===== config.mk =====
export PLATFORM = sky130hd
export DESIGN_NAME = usb_detach_cfg
export DESIGN_NICKNAME = d
export VERILOG_FILES = /design/src/rtl/usbdc_pkg.sv /design/src/rtl/usbdc_wake_edge.sv /design/src/rtl/usbdc_detach_fsm.sv /design/src/rtl/usbdc_cfg_fields.sv /design/src/rtl/usb_detach_cfg.sv
export SDC_FILE = /design/constraint.sdc
export NUM_CORES = 1
export LEC_CHECK = 0
export CAP_MARGIN = 25
export CORE_ASPECT_RATIO = 0.9
export CORE_UTILIZATION = 33
export CTS_BUF_LIST = sky130_fd_sc_hd__clkbuf_8
export DETAILED_ROUTE_END_ITERATION = 12
export HOLD_SLACK_MARGIN = 0.15
export PLACE_DENSITY_LB_ADDON = 0.15
export SLEW_MARGIN = 20
export SYNTH_ARGS = -nofsm -noshare
export SYNTH_HDL_FRONTEND = slang
export SYNTH_SLANG_ARGS = --single-unit

===== constraint.sdc =====
create_clock -name clk -period 2.57 [get_ports clk]
set_clock_uncertainty 0.05 [all_clocks]
set_input_delay 0.257 -clock clk [delete_from_list [all_inputs] [get_ports clk]]
set_output_delay 0.257 -clock clk [all_outputs]
set_load 0.03 [all_outputs]

===== src/rtl/usbdc_pkg.sv =====
package usbdc_pkg;

    localparam int WORD_W    = 32;
    localparam int BIT_STS   = 18;
    localparam int BIT_DET   = 17;
    localparam int BIT_EEM   = 16;
    localparam int BIT_PROT  = 15;
    localparam int BIT_BST_H = 14;
    localparam int BIT_BST_L = 13;
    localparam int BIT_NAK   = 12;
    localparam int BIT_LED   = 11;

    typedef enum logic [1:0] {
        BOOST_NORM = 2'b00,
        BOOST_P4   = 2'b01,
        BOOST_P8   = 2'b10,
        BOOST_P12  = 2'b11
    } boost_e;

    typedef enum logic {
        LINK_ATTACHED = 1'b0,
        LINK_DETACHED = 1'b1
    } attach_e;

    typedef struct packed {
        logic   eep_emul;
        logic   protect;
        boost_e boost;
    } prot_fields_t;

    typedef struct packed {
        logic empty_nak;
        logic led_fast;
    } plain_fields_t;

    function automatic logic [WORD_W-1:0] pack_word(
        prot_fields_t  p,
        plain_fields_t u,
        logic          detached,
        logic          status
    );
        logic [WORD_W-1:0] w;
        w                      = '0;
        w[BIT_STS]             = status;
        w[BIT_DET]             = detached;
        w[BIT_EEM]             = p.eep_emul;
        w[BIT_PROT]            = p.protect;
        w[BIT_BST_H:BIT_BST_L] = p.boost;
        w[BIT_NAK]             = u.empty_nak;
        w[BIT_LED]             = u.led_fast;
        return w;
    endfunction

endpackage


===== src/rtl/usbdc_wake_edge.sv =====
module usbdc_wake_edge #(
    parameter int N_WAKE      = 2,
    parameter int SYNC_STAGES = 2
) (
    input  logic              clk,
    input  logic              clr,
    input  logic [N_WAKE-1:0] wake_i,
    output logic [N_WAKE-1:0] rise_o
);
    localparam int PIPE_W = SYNC_STAGES + 1;

    for (genvar g = 0; g < N_WAKE; g++) begin : g_lane
        logic [PIPE_W-1:0] pipe_q;

        always_ff @(posedge clk) begin
            if (clr) begin
                pipe_q <= '0;
            end else begin
                pipe_q <= {pipe_q[PIPE_W-2:0], wake_i[g]};
            end
        end

        // synchronised level is pipe_q[SYNC_STAGES-1], its previous value sits above it
        assign rise_o[g] = pipe_q[SYNC_STAGES-1] & ~pipe_q[SYNC_STAGES];
    end

endmodule


===== src/rtl/usbdc_detach_fsm.sv =====
module usbdc_detach_fsm
    import usbdc_pkg::*;
(
    input  logic clk,
    input  logic por,
    input  logic soft_rst,
    input  logic det_req,
    input  logic sts_clr,
    input  logic wake_any,
    output logic detached_o,
    output logic status_o,
    output logic wake_evt_o
);
    attach_e state_q;
    logic    status_q;

    assign detached_o = (state_q == LINK_DETACHED);
    assign wake_evt_o = detached_o & wake_any;
    assign status_o   = status_q;

    always_ff @(posedge clk) begin
        if (por || soft_rst) begin
            state_q  <= LINK_ATTACHED;
            status_q <= 1'b0;
        end else begin
            if (det_req) begin
                state_q <= LINK_DETACHED;
            end else if (wake_evt_o) begin
                state_q <= LINK_ATTACHED;
            end

            if (wake_evt_o && !det_req) begin
                status_q <= 1'b1;
            end else if (sts_clr) begin
                status_q <= 1'b0;
            end
        end
    end

endmodule


===== src/rtl/usbdc_cfg_fields.sv =====
module usbdc_cfg_fields
    import usbdc_pkg::*;
(
    input  logic              clk,
    input  logic              por,
    input  logic              soft_rst,
    input  logic              wr_en,
    input  logic [WORD_W-1:0] wdata,
    output prot_fields_t      prot_o,
    output plain_fields_t     plain_o
);
    prot_fields_t  prot_q;
    plain_fields_t plain_q;

    always_ff @(posedge clk) begin
        if (por) begin
            prot_q  <= '0;
            plain_q <= '0;
        end else if (soft_rst) begin
            plain_q <= '0;
            if (!prot_q.protect) begin
                prot_q <= '0;
            end
        end else if (wr_en) begin
            prot_q.eep_emul   <= wdata[BIT_EEM];
            prot_q.protect    <= wdata[BIT_PROT];
            prot_q.boost      <= boost_e'(wdata[BIT_BST_H:BIT_BST_L]);
            plain_q.empty_nak <= wdata[BIT_NAK];
            plain_q.led_fast  <= wdata[BIT_LED];
        end
    end

    assign prot_o  = prot_q;
    assign plain_o = plain_q;

endmodule


===== src/rtl/usb_detach_cfg.sv =====
module usb_detach_cfg
    import usbdc_pkg::*;
#(
    parameter int              ADDR_W      = 8,
    parameter logic [ADDR_W-1:0] CFG_OFFSET = 8'h14,
    parameter int              SYNC_STAGES = 2
) (
    input  logic              clk,
    input  logic              por,
    input  logic              soft_rst,
    input  logic [ADDR_W-1:0] reg_addr,
    input  logic [31:0]       reg_wdata,
    input  logic              reg_we,
    output logic [31:0]       reg_rdata,
    input  logic              link_up_i,
    input  logic              gpio_wake_i,
    output logic              bus_attach_o,
    output logic [1:0]        boost_o,
    output logic              empty_nak_o,
    output logic              led_fast_o,
    output logic              eep_emul_o
);
    localparam int N_WAKE = 2;

    logic          addr_hit;
    logic          wr_hit;
    logic [N_WAKE-1:0] wake_rise;
    logic          detached;
    logic          status_q;
    logic          wake_evt;
    prot_fields_t  prot_q;
    plain_fields_t plain_q;

    assign addr_hit = (reg_addr == CFG_OFFSET);
    assign wr_hit   = reg_we & addr_hit;

    usbdc_wake_edge #(
        .N_WAKE      (N_WAKE),
        .SYNC_STAGES (SYNC_STAGES)
    ) u_wake (
        .clk    (clk),
        .clr    (por | soft_rst),
        .wake_i ({gpio_wake_i, link_up_i}),
        .rise_o (wake_rise)
    );

    usbdc_detach_fsm u_fsm (
        .clk        (clk),
        .por        (por),
        .soft_rst   (soft_rst),
        .det_req    (wr_hit & reg_wdata[BIT_DET]),
        .sts_clr    (wr_hit & reg_wdata[BIT_STS]),
        .wake_any   (|wake_rise),
        .detached_o (detached),
        .status_o   (status_q),
        .wake_evt_o (wake_evt)
    );

    usbdc_cfg_fields u_fields (
        .clk      (clk),
        .por      (por),
        .soft_rst (soft_rst),
        .wr_en    (wr_hit),
        .wdata    (reg_wdata),
        .prot_o   (prot_q),
        .plain_o  (plain_q)
    );

    assign reg_rdata    = addr_hit ? pack_word(prot_q, plain_q, detached, status_q) : '0;
    assign bus_attach_o = ~detached;
    assign boost_o      = prot_q.boost;
    assign empty_nak_o  = plain_q.empty_nak;
    assign led_fast_o   = plain_q.led_fast;
    assign eep_emul_o   = prot_q.eep_emul;

endmodule


# After elaboration in Yosys (flattened, before gate mapping)

Index checks and enable logic that the tools add are counted.

Eq/ne operators: 2
Muxes and demuxes: 8
Bitwise operators: 10
Reductions and logical operators: 9

Operators by type and width:

| operator             | number |
|---|---|
| $mux W19             | 1 |
| $mux W4              | 3 |
| $eq A8 B5 Y1 const B | 1 |
| $and A1 B1 Y1        | 6 |
| $reduce_bool A2 Y1   | 3 |
| $mux W1              | 4 |
| $reduce_or A2 Y1     | 2 |
| $not A1 Y1           | 3 |
| $ne A2 B2 Y1 const B | 1 |
| $reduce_and A2 Y1    | 1 |
| $logic_and A1 B1 Y1  | 1 |
| $logic_not A1 Y1     | 1 |
| $logic_or A1 B1 Y1   | 1 |
| $or A1 B1 Y1         | 1 |

Bits in registers: 14
Input port bits: 46
Output and inout bits: 38
Logic and storage cells: 38

# Logic depth before layout (Yosys ltp)

Gate-level depths: netlist of the first run.

Depth after elaboration: 6
Depth in mapped cells: 4
Gate-level depth less buffers: 3

# Hierarchy

From an unflattened synthesis of the first run, not the netlist that was laid out.

Cells, all modules: 101
Area, all modules: 908.4 sq um

By module, submodules not included:

| module           | times used | cells an instance | area an instance (sq um) | seq. area each (sq um) |
|---|---|---|---|---|
| usb_detach_cfg   | 1          | 53                | 399.1                    | 0.0 |
| usbdc_cfg_fields | 1          | 25                | 250.2                    | 120.1 |
| usbdc_wake_edge  | 1          | 14                | 170.2                    | 120.1 |
| usbdc_detach_fsm | 1          | 9                 | 88.8                     | 40.0 |

# Least setup slack after synthesis of the first run

Ideal clock, no wire load.

Path type: input -> output
Start: input port reg_addr[7]
End: output port reg_rdata[11]
Arrival time: 1080 ps
Required time: 2263 ps
Slack: 1183 ps
Stages on the path: 3
Buffers on the path: 1
Path through: nor4b_4 -> buf_6 -> and3_1

Cells in the longest elaborated chain, start to end: 2

RTL lines:

| what         | RTL line             | RTL |
|---|---|---|
| from (decl)  | usb_detach_cfg.sv:11 | `input logic [ADDR_W-1:0] reg_addr,` |
| $eq A8 B5 Y1 | usb_detach_cfg.sv:34 | `assign addr_hit = (reg_addr == CFG_OFFSET);` |
| $mux W19     | usb_detach_cfg.sv:69 | `assign reg_rdata = addr_hit ? pack_word(prot_q, plain_q, detached, status_q) : '0;` |
| to (decl)    | usb_detach_cfg.sv:14 | `output logic [31:0] reg_rdata,` |

No other way between the ends.

# Worst setup path after layout of the first run

Start: input port reg_addr[5]
End: output port reg_rdata[12]

The elaborated chain is that of the path after synthesis.

==> results of run 1 <==
[layer usage]
metal  up-vias  global-route usage, %
met5         -                      0
met4         0                   7.32
met3         5                   4.81
met2        35                   19.0
met1       302                   12.7
li1        331                      -
[per-stage QoR]
step                worst slack [ps]  power (mW)
global placement                 171       0.325
finish                           199       0.531
detailed placement               168       0.326
CTS                              167       0.538
floorplan                       1180       0.314
global route                    71.0       0.557
[state kept, by name, indices dropped and copies added (netlist names)]
name,count
u_fields.prot_o,4
u_fields.plain_o,2
u_fsm.status_o,1
u_wake.g_lane.pipe_q,6
u_fsm.detached_o,1
[layout make-up]
class | count | area [sq um] | area share (%)
repair buffers | 37 | 358 | 30.0
multi-input cells | 69 | 454 | 38.1
inverters | 3 | 11.3 | 0.943
well taps | 28 | 35.0 | 2.94
clock buffers | 4 | 55.1 | 4.61
flip-flops and latches | 14 | 280 | 23.5
[power groups by stage]
stage | Clock [mW] | Sequential (mW) | Combinational, mW
4_1_cts | 0.217 | 0.220 | 0.102
6_report | 0.210 | 0.220 | 0.101
2_1_floorplan | 0 | 0.224 | 0.0902
5_1_grt | 0.229 | 0.220 | 0.108
3_3_place_gp | 0 | 0.224 | 0.101
3_5_place_dp | 0 | 0.224 | 0.101
[worst reg2reg max path, delay by kind of cell, from the launching register on]
| family | cells | cell delay, ps |
|---|---|---|
| compound gates | 2 | 280 |
| simple gates | 1 | 350 |
| flops | 1 | 320 |
[Yosys cell counts]
library cell   n  area (sq um)
nand2b_1       6          37.5
inv_1          3          11.3
o22ai_1        1          6.26
buf_4         26           195
a41oi_2        1          16.3
nor3_1         2          10.0
and3_2         3          22.5
o221ai_1       1          8.76
nand2_1        4          15.0
a21boi_1       1          7.51
nor4b_4        2          47.6
a41o_1         1          10.0
nand3_2        1          10.0
nand4b_2       1          15.0
conb_1         1          3.75
or3b_1         1          8.76
nand3b_1       3          22.5
clkbuf_1       1          3.75
and3_1         5          31.3
mux2i_1        6          60.1
nand4_1        1          6.26
dfxtp_1       14           280
buf_6          2          22.5
nor2_1         1          3.75
and2_1         4          25.0
[path summary, 6_finish.rpt]
kind	from	to	slack (ps)	depth (start not counted)
worst max-delay path	reg_addr[5]	reg_rdata[12]	200	4
worst min-delay path	u_wake.g_lane[1].pipe_q[0]	u_wake.g_lane[1].pipe_q[1]	380	1
worst max register to register	u_fsm.status_o	u_fsm.status_o	1510	3
worst min register to register	u_wake.g_lane[1].pipe_q[0]	u_wake.g_lane[1].pipe_q[1]	380	1
[kinds of logic after synthesis]
logic type             after synthesis  share of synthesized area [%]
buffers and inverters               32                           26.4
muxes                                6                           6.82
AOI/OAI and AO/OA                    5                           5.54
other                                1                          0.426
DFF                                 14                           31.8
and+or+nand+nor                     34                           29.0
==> qor.csv, run 1 <==
stage,metric,value,unit
status,status,"finished, final reports clean",
critical_path,path_cells,"clkdlybuf4s50_1, nor4b_4, and3_1, clkdlybuf4s50_1",
timing,slew_violations,0,
timing,relSlewSlack,62.6,%
critical_path,critPathTopFamily,buffers and inverters,
clock_network,numCtsBuffers,3,
critical_path,crit_type,input pin to output port,
pwr,p_comb_share,19.1,%
final_layout,layout.cells.non_filler,155,
pwr,power_leakage,0.563,nW
timing,setup_tns,0,ps
routing,ant_nets,0,
critical_path,cp.buffers_inverters,2,
final_layout,mostFrequentLayoutCell,clkdlybuf4s50_1,
placed_design,place_inst,151,
clock_network,cts_buffer_depth,2,
timing,fmax,0.422,GHz
timing,rsz0062_at_grt,no,
routing,drt_iter0_drc,6,
synthesis,avgSynthCellArea,9.57,sq um
critical_path,cp_data_arrival_time,2060,ps
die,initial_core_util,35.4,%
synthesis,ys_seq_area_share,31.8,%
grt,antenna_found_initial,0,
pwr,switching_share,26.3,%
routing,drc,0,
clock_network,cts_resized,0,
synthesis,synth_cell_types,25,
worst_hold_path,hp-class,register to register,
grt,grtUsageTotal,11.7,%
timing,period_share,92.2,%
clock_network,root_buffer,clkbuf_8,
final_layout,fillers,242,
final_layout,layout_common_cells,"clkdlybuf4s50_1, conb_1, dfxtp_1, mux2i_1, nand2b_1",
routing,routed.top_layer,met4,
timing,worst_pin_slew,558,ps
pwr,power_density,445,nW/um^2
timing,hold_slack,375,ps
synthesis,yosysWarnings,0,
final_layout,fin_nets,174,
final_layout,n_antenna_cell,0,
critical_path,critPathCaptureType,output port,
die,dieArea,2880,sq um
critical_path,startpoint_type,input pin,
grt,grt_max_degree,13,
timing,finalHoldViolations,0,
clock_network,cts_tree,done,
clock_network,cts_hold_buf,0,
pwr,p_int,391,uW
pwr,ir_worst_vdd,0.496,mV
final_layout,stdcell_area,1190,sq um
clock_network,path_clk_slew,50,ps
die,core_area,2490,sq um
clock_network,insertion_delay,240,ps
routing,vias,673,
die,row_count,17,
final_layout,area_growth,35.5,%
routing,routedWlPerCell,10.0,microns
grt,first_global_vias,575,
critical_path,critPathMaxFanout,8,
placed_design,gp_congestion,0.669,
critical_path,worstPathRequired,2260,ps
routing,wirelength,1550,microns
job,drv_cap,0,
critical_path,cpMostUsedCell,clkdlybuf4s50_1,
clock_network,cts.sinks,14,
routing,firstDrtPassIters,3,
die,die_w,56.5,microns
placed_design,portBuffers,35,
clock_network,htree_levels,1,
timing,setup_viol,0,
pwr,power_frac_clock,39.6,%
grt,grt_pass1_wl,2500,microns
critical_path,critPathSlowestCell,clkdlybuf4s50_1,
synthesis,synth-seq-cells,14,
routing,avgViaCountPerCell,4.34,
pwr,seqPwrFrac,41.4,%
die,die_h,51.0,microns
placed_design,hpwl,1240,microns
placed_design,dpl_cell_area,1140,sq um
routing,route.met3.wl,130,microns
synthesis,synth_cells,92,
timing,fin_crit,2370,ps
clock_network,cts_setup_buffers,0,
final_layout,drive_gt1_share,13.4,%
routing,route.met2.wl,768,microns
critical_path,worst_path_largest_cell_delay,670,ps
synthesis,syn_area,881,sq um
grt,grt_overflow_total,0,
final_layout,post-route-util,48.0,%
die,io_pins,84,
routing,met1_length,620,microns
pwr,p_sw,139,uW
(Power assumes the default switching activity.)
==> inputs of run 2 (changes only) <==
Settings changed: CORE_MARGIN from default to 4, CORE_UTILIZATION 33 to 31.
Clock period 2.57 ns to 2.5 ns, I/O delays scaled along.
==> run 2 against run 1 <==
Die area grew 31%; non-clock buffer count down 1; critical path depth did not move; setup slack improved by 220 ps; critical path type unchanged; power is 3.0% higher; largest cell class unchanged; register-to-register slack worse by 60 ps; sequential power is 3% higher; clock-buffer cell count unchanged; cell count increased by 7.1%; flip-flop and latch count unchanged.
==> qor.csv, run 2 (same netlist as run 1, synthesis figures left out) <==
stage,metric,value,unit
final_layout,layout.cells.non_filler,166,
pwr,seqPwrFrac,41.3,%
critical_path,cp_data_arrival_time,1780,ps
timing,slew_violations,0,
placed_design,portBuffers,35,
final_layout,stdcell_area,1190,sq um
final_layout,largest_reg_flops,6,
clock_network,cts_setup_buffers,0,
clock_network,root_buffer,clkbuf_8,
job,drv_cap,0,
pwr,power_density,460,nW/um^2
pwr,power_leakage,0.568,nW
routing,drc,0,
critical_path,critPathSlowestCell,nor4b_4,
worst_hold_path,hp-class,register to register,
timing,setup_viol,0,
placed_design,hpwl,1420,microns
clock_network,path_clk_slew,50,ps
critical_path,startpoint_type,input pin,
final_layout,mostFrequentLayoutCell,clkdlybuf4s50_1,
clock_network,insertion_delay,240,ps
die,initial_core_util,32.3,%
pwr,switching_share,26.5,%
timing,hold_slack,374,ps
timing,relSlewSlack,56.7,%
die,core_area,2730,sq um
critical_path,worst_path_largest_cell_delay,640,ps
grt,antenna_found_initial,0,
die,die_h,58.6,microns
final_layout,n_antenna_cell,0,
clock_network,cts_hold_buf,0,
timing,fin_crit,2080,ps
routing,ant_nets,0,
routing,routedWlPerCell,10.4,microns
grt,grt_overflow_total,0,
pwr,p_int,402,uW
routing,avgViaCountPerCell,3.98,
grt,first_global_vias,579,
critical_path,crit_type,input pin to output port,
placed_design,gp_congestion,0.685,
routing,firstDrtPassIters,2,
die,row_count,18,
timing,period_share,83.1,%
clock_network,cts_buffer_depth,2,
placed_design,place_inst,162,
pwr,power_frac_clock,39.8,%
die,io_pins,84,
die,die_w,64.2,microns
routing,vias,661,
clock_network,cts.sinks,14,
pwr,p_comb_share,19.0,%
clock_network,cts_resized,0,
clock_network,htree_levels,1,
pwr,p_sw,145,uW
timing,worst_pin_slew,646,ps
final_layout,layout_common_cells,"clkdlybuf4s50_1, conb_1, dfxtp_1, buf_4",
clock_network,numCtsBuffers,3,
timing,rsz0062_at_grt,no,
critical_path,critPathCaptureType,output port,
timing,setup_tns,0,ps
critical_path,critPathMaxFanout,12,
clock_network,cts_tree,done,
routing,wirelength,1730,microns
timing,finalHoldViolations,0,
grt,grtUsageTotal,9.01,%
final_layout,fin_nets,173,
critical_path,worstPathRequired,2200,ps
critical_path,path_cells,"clkdlybuf4s50_1, nor4b_4, and3_2, buf_4",
placed_design,dpl_cell_area,1130,sq um
final_layout,drive_gt1_share,16.7,%
pwr,ir_worst_vdd,0.330,mV
routing,drt_iter0_drc,5,
timing,fmax,0.481,GHz
grt,grt_max_degree,13,
grt,grt_pass1_wl,2600,microns
status,status,"finished, final reports clean",
final_layout,top_register,u_wake.g_lane.pipe_q,
final_layout,area_growth,34.9,%
die,dieArea,3760,sq um
run 2: final cells by class:
| cell class | instances | area [sq um] |
|---|---|---|
| multi-input combinational | 69 | 454 |
| sequential | 14 | 280 |
| tap | 40 | 50.0 |
| fill | 290 | 1540 |
| timing repair buffer | 36 | 338 |
| clock buffer | 4 | 55.1 |
| inverter | 3 | 11.3 |
run 2: per-layer routing:
layer,wire length [microns],track usage (%),vias to the layer above
li1,-,-,330
met1,685,9.45,292
met2,796,15.0,37
met3,234,5.73,2
met4,10,2.71,0
met5,0,0,-
run 2: worst paths after layout:
kind / startpoint / to / slack, ps / cells after the start
max: reg_addr[5] / reg_rdata[18] / 420 / 4
min: u_wake.g_lane[1].pipe_q[0] / u_wake.g_lane[1].pipe_q[1] / 370 / 1
max reg2reg: u_fsm.status_o / u_fsm.status_o / 1450 / 3
min reg2reg: u_wake.g_lane[1].pipe_q[0] / u_wake.g_lane[1].pipe_q[1] / 370 / 1
run 2: power by group through the flow:
| stage | registers, mW | clock network [mW] | logic [mW] |
|---|---|---|---|
| 2_1_floorplan | 0.230 | 0 | 0.0927 |
| 3_3_place_gp | 0.230 | 0 | 0.103 |
| 3_5_place_dp | 0.231 | 0 | 0.103 |
| 4_1_cts | 0.226 | 0.226 | 0.104 |
| 5_1_grt | 0.226 | 0.241 | 0.109 |
| 6_report | 0.226 | 0.217 | 0.104 |
run 2: metrics by stage:
step / total power [mW] / util [%] / setup slack (ps)
finish: 0.547 / 43.6 / 423
global route: 0.576 / 43.6 / 312
CTS: 0.555 / 43.6 / 388
detailed placement: 0.334 / 41.6 / 392
global placement: 0.333 / 41.6 / 382
floorplan: 0.323 / - / 1130
run 2: worst max-delay path: cells and delay by family:
family                 cells  cell delay [ps]
buffers and inverters      2              590
and+or+nand+nor            2              930
==> inputs of run 3 (changes only) <==
Settings changed: CORE_UTILIZATION 31 to 28.
Clock period 2.5 ns to 1.8 ns, I/O delays scaled along.
==> run 3 against run 2 <==
Core utilization decreased by 4.0 points; final area up 1.5%; highest routed layer unchanged; first-iteration DRC count rose by 40%; critical path depth rose by 1; combinational power rose by 41%; cell count up 2.4%; routed wire length increased by 1.7%.
==> qor.csv, run 3 (same netlist as run 1, synthesis figures left out) <==
stage,metric,value,unit
status,status,"finished, final reports clean",
timing,setup_tns,0,ps
die,initial_core_util,28.9,%
critical_path,critPathCaptureType,output port,
critical_path,path_cells,"clkdlybuf4s50_1, nor4b_4, buf_4, and3_2, buf_4",
critical_path,cp_data_arrival_time,1450,ps
die,die_w,67.1,microns
clock_network,insertion_delay,240,ps
routing,drc,0,
critical_path,startpoint_type,input pin,
critical_path,worstPathRequired,1570,ps
die,dieArea,4110,sq um
placed_design,dpl_cell_area,1150,sq um
routing,wirelength,1760,microns
grt,grt_overflow_total,0,
final_layout,stdcell_area,1210,sq um
clock_network,numCtsBuffers,3,
clock_network,root_buffer,clkbuf_8,
timing,worst_pin_slew,534,ps
clock_network,path_clk_slew,60,ps
routing,vias,681,
clock_network,cts_tree,done,
timing,setup_viol,0,
pwr,ir_worst_vdd,0.449,mV
grt,grtUsageTotal,9.02,%
grt,grt_max_degree,13,
die,core_area,3040,sq um
placed_design,hpwl,1460,microns
routing,ant_nets,0,
final_layout,area_growth,36.9,%
final_layout,largest_reg_flops,6,
critical_path,cpMostUsedCell,buf_4,
clock_network,cts_setup_buffers,0,
routing,firstDrtPassIters,3,
routing,drt_iter0_drc,7,
final_layout,top_register,u_wake.g_lane.pipe_q,
placed_design,portBuffers,35,
routing,avgViaCountPerCell,4.01,
clock_network,cts_hold_buf,0,
final_layout,layout_common_cells,"clkdlybuf4s50_1, conb_1, dfxtp_1, buf_4",
critical_path,critPathTopFamily,buffers and inverters,
timing,slew_violations,0,
timing,fin_ws,115,ps
routing,routedWlPerCell,10.3,microns
pwr,power_leakage,0.578,nW
final_layout,drive_gt1_share,18.0,%
final_layout,mostFrequentLayoutCell,clkdlybuf4s50_1,
worst_hold_path,hp-class,register to register,
critical_path,crit_type,input pin to output port,
timing,fmax,0.594,GHz
clock_network,cts.sinks,14,
job,drv_cap,0,
clock_network,htree_levels,1,
final_layout,fillers,314,
final_layout,post-route-util,39.6,%
final_layout,fin_nets,175,
pwr,power_density,629,nW/um^2
critical_path,worst_path_largest_cell_delay,440,ps
timing,period_share,93.6,%
die,row_count,19,
critical_path,cp.buffers_inverters,3,
timing,fin_crit,1680,ps
die,die_h,61.2,microns
die,io_pins,84,
clock_network,cts_buffer_depth,2,
timing,relSlewSlack,64.3,%
critical_path,critPathSlowestCell,clkdlybuf4s50_1,
grt,first_global_vias,649,
placed_design,gp_congestion,0.669,
grt,grt_pass1_wl,2770,microns
timing,finalHoldViolations,0,
clock_network,cts_resized,0,
placed_design,dp_worst_setup_slack,94.4,ps
critical_path,critPathMaxFanout,12,
grt,antenna_found_initial,0,
final_layout,n_antenna_cell,0,
timing,hold_slack,379,ps
timing,rsz0062_at_grt,no,
-- run 3: cell types whose count changed in the layout (fill, tap and decap cells not counted), sizes merged --
cell,before,now
buf,9,11
-- run 3: report_power, final --
| part | internal (mW) | switching [mW] |
|---|---|---|
| combinational | 0.0540 | 0.0929 |
| sequential | 0.313 | 0.000679 |
| clock | 0.194 | 0.105 |
| total | 0.560 | 0.198 |
-- run 3: worst reg2reg max path, stage by stage (launching register included) --
cell and delay, ps:
dfxtp_1 320, or3b_1 350, a41oi_2 170, a41o_1 110
-- run 3: area by class of cell --
type                            instances  area [sq um]  area share [%]
Clock buffer                            4          55.1            4.56
Multi-Input combinational cell         69           454            37.7
Timing Repair Buffer                   38           353            29.3
Sequential cell                        14           280            23.2
Inverter                                3          11.3           0.934
Tap cell                               42          52.6            4.36
-- run 3: per-stage QoR --
step / power, mW / cells
floorplan: 0.449 / 115
global placement: 0.467 / 166
detailed placement: 0.467 / 166
CTS: 0.772 / 170
global route: 0.794 / 170
finish: 0.759 / 170
-- run 3: metal layers --
| metal | GRT usage, % | wire length, microns | vias to the layer above |
|---|---|---|---|
| li1 | - | - | 333 |
| met2 | 15.5 | 886 | 35 |
| met4 | 6.07 | 35 | 0 |
| met3 | 2.55 | 181 | 4 |
| met1 | 9.70 | 653 | 309 |
| met5 | 0 | 0 | - |
-- run 3: worst paths after layout --
check | startpoint | to | slack (ps) | cells past startpoint
max reg2reg | u_fsm.status_o | u_fsm.status_o | 750 | 3
max | reg_addr[7] | reg_rdata[18] | 120 | 5
min | u_wake.g_lane[0].pipe_q[0] | u_wake.g_lane[0].pipe_q[1] | 380 | 1
min reg2reg | u_wake.g_lane[0].pipe_q[0] | u_wake.g_lane[0].pipe_q[1] | 380 | 1
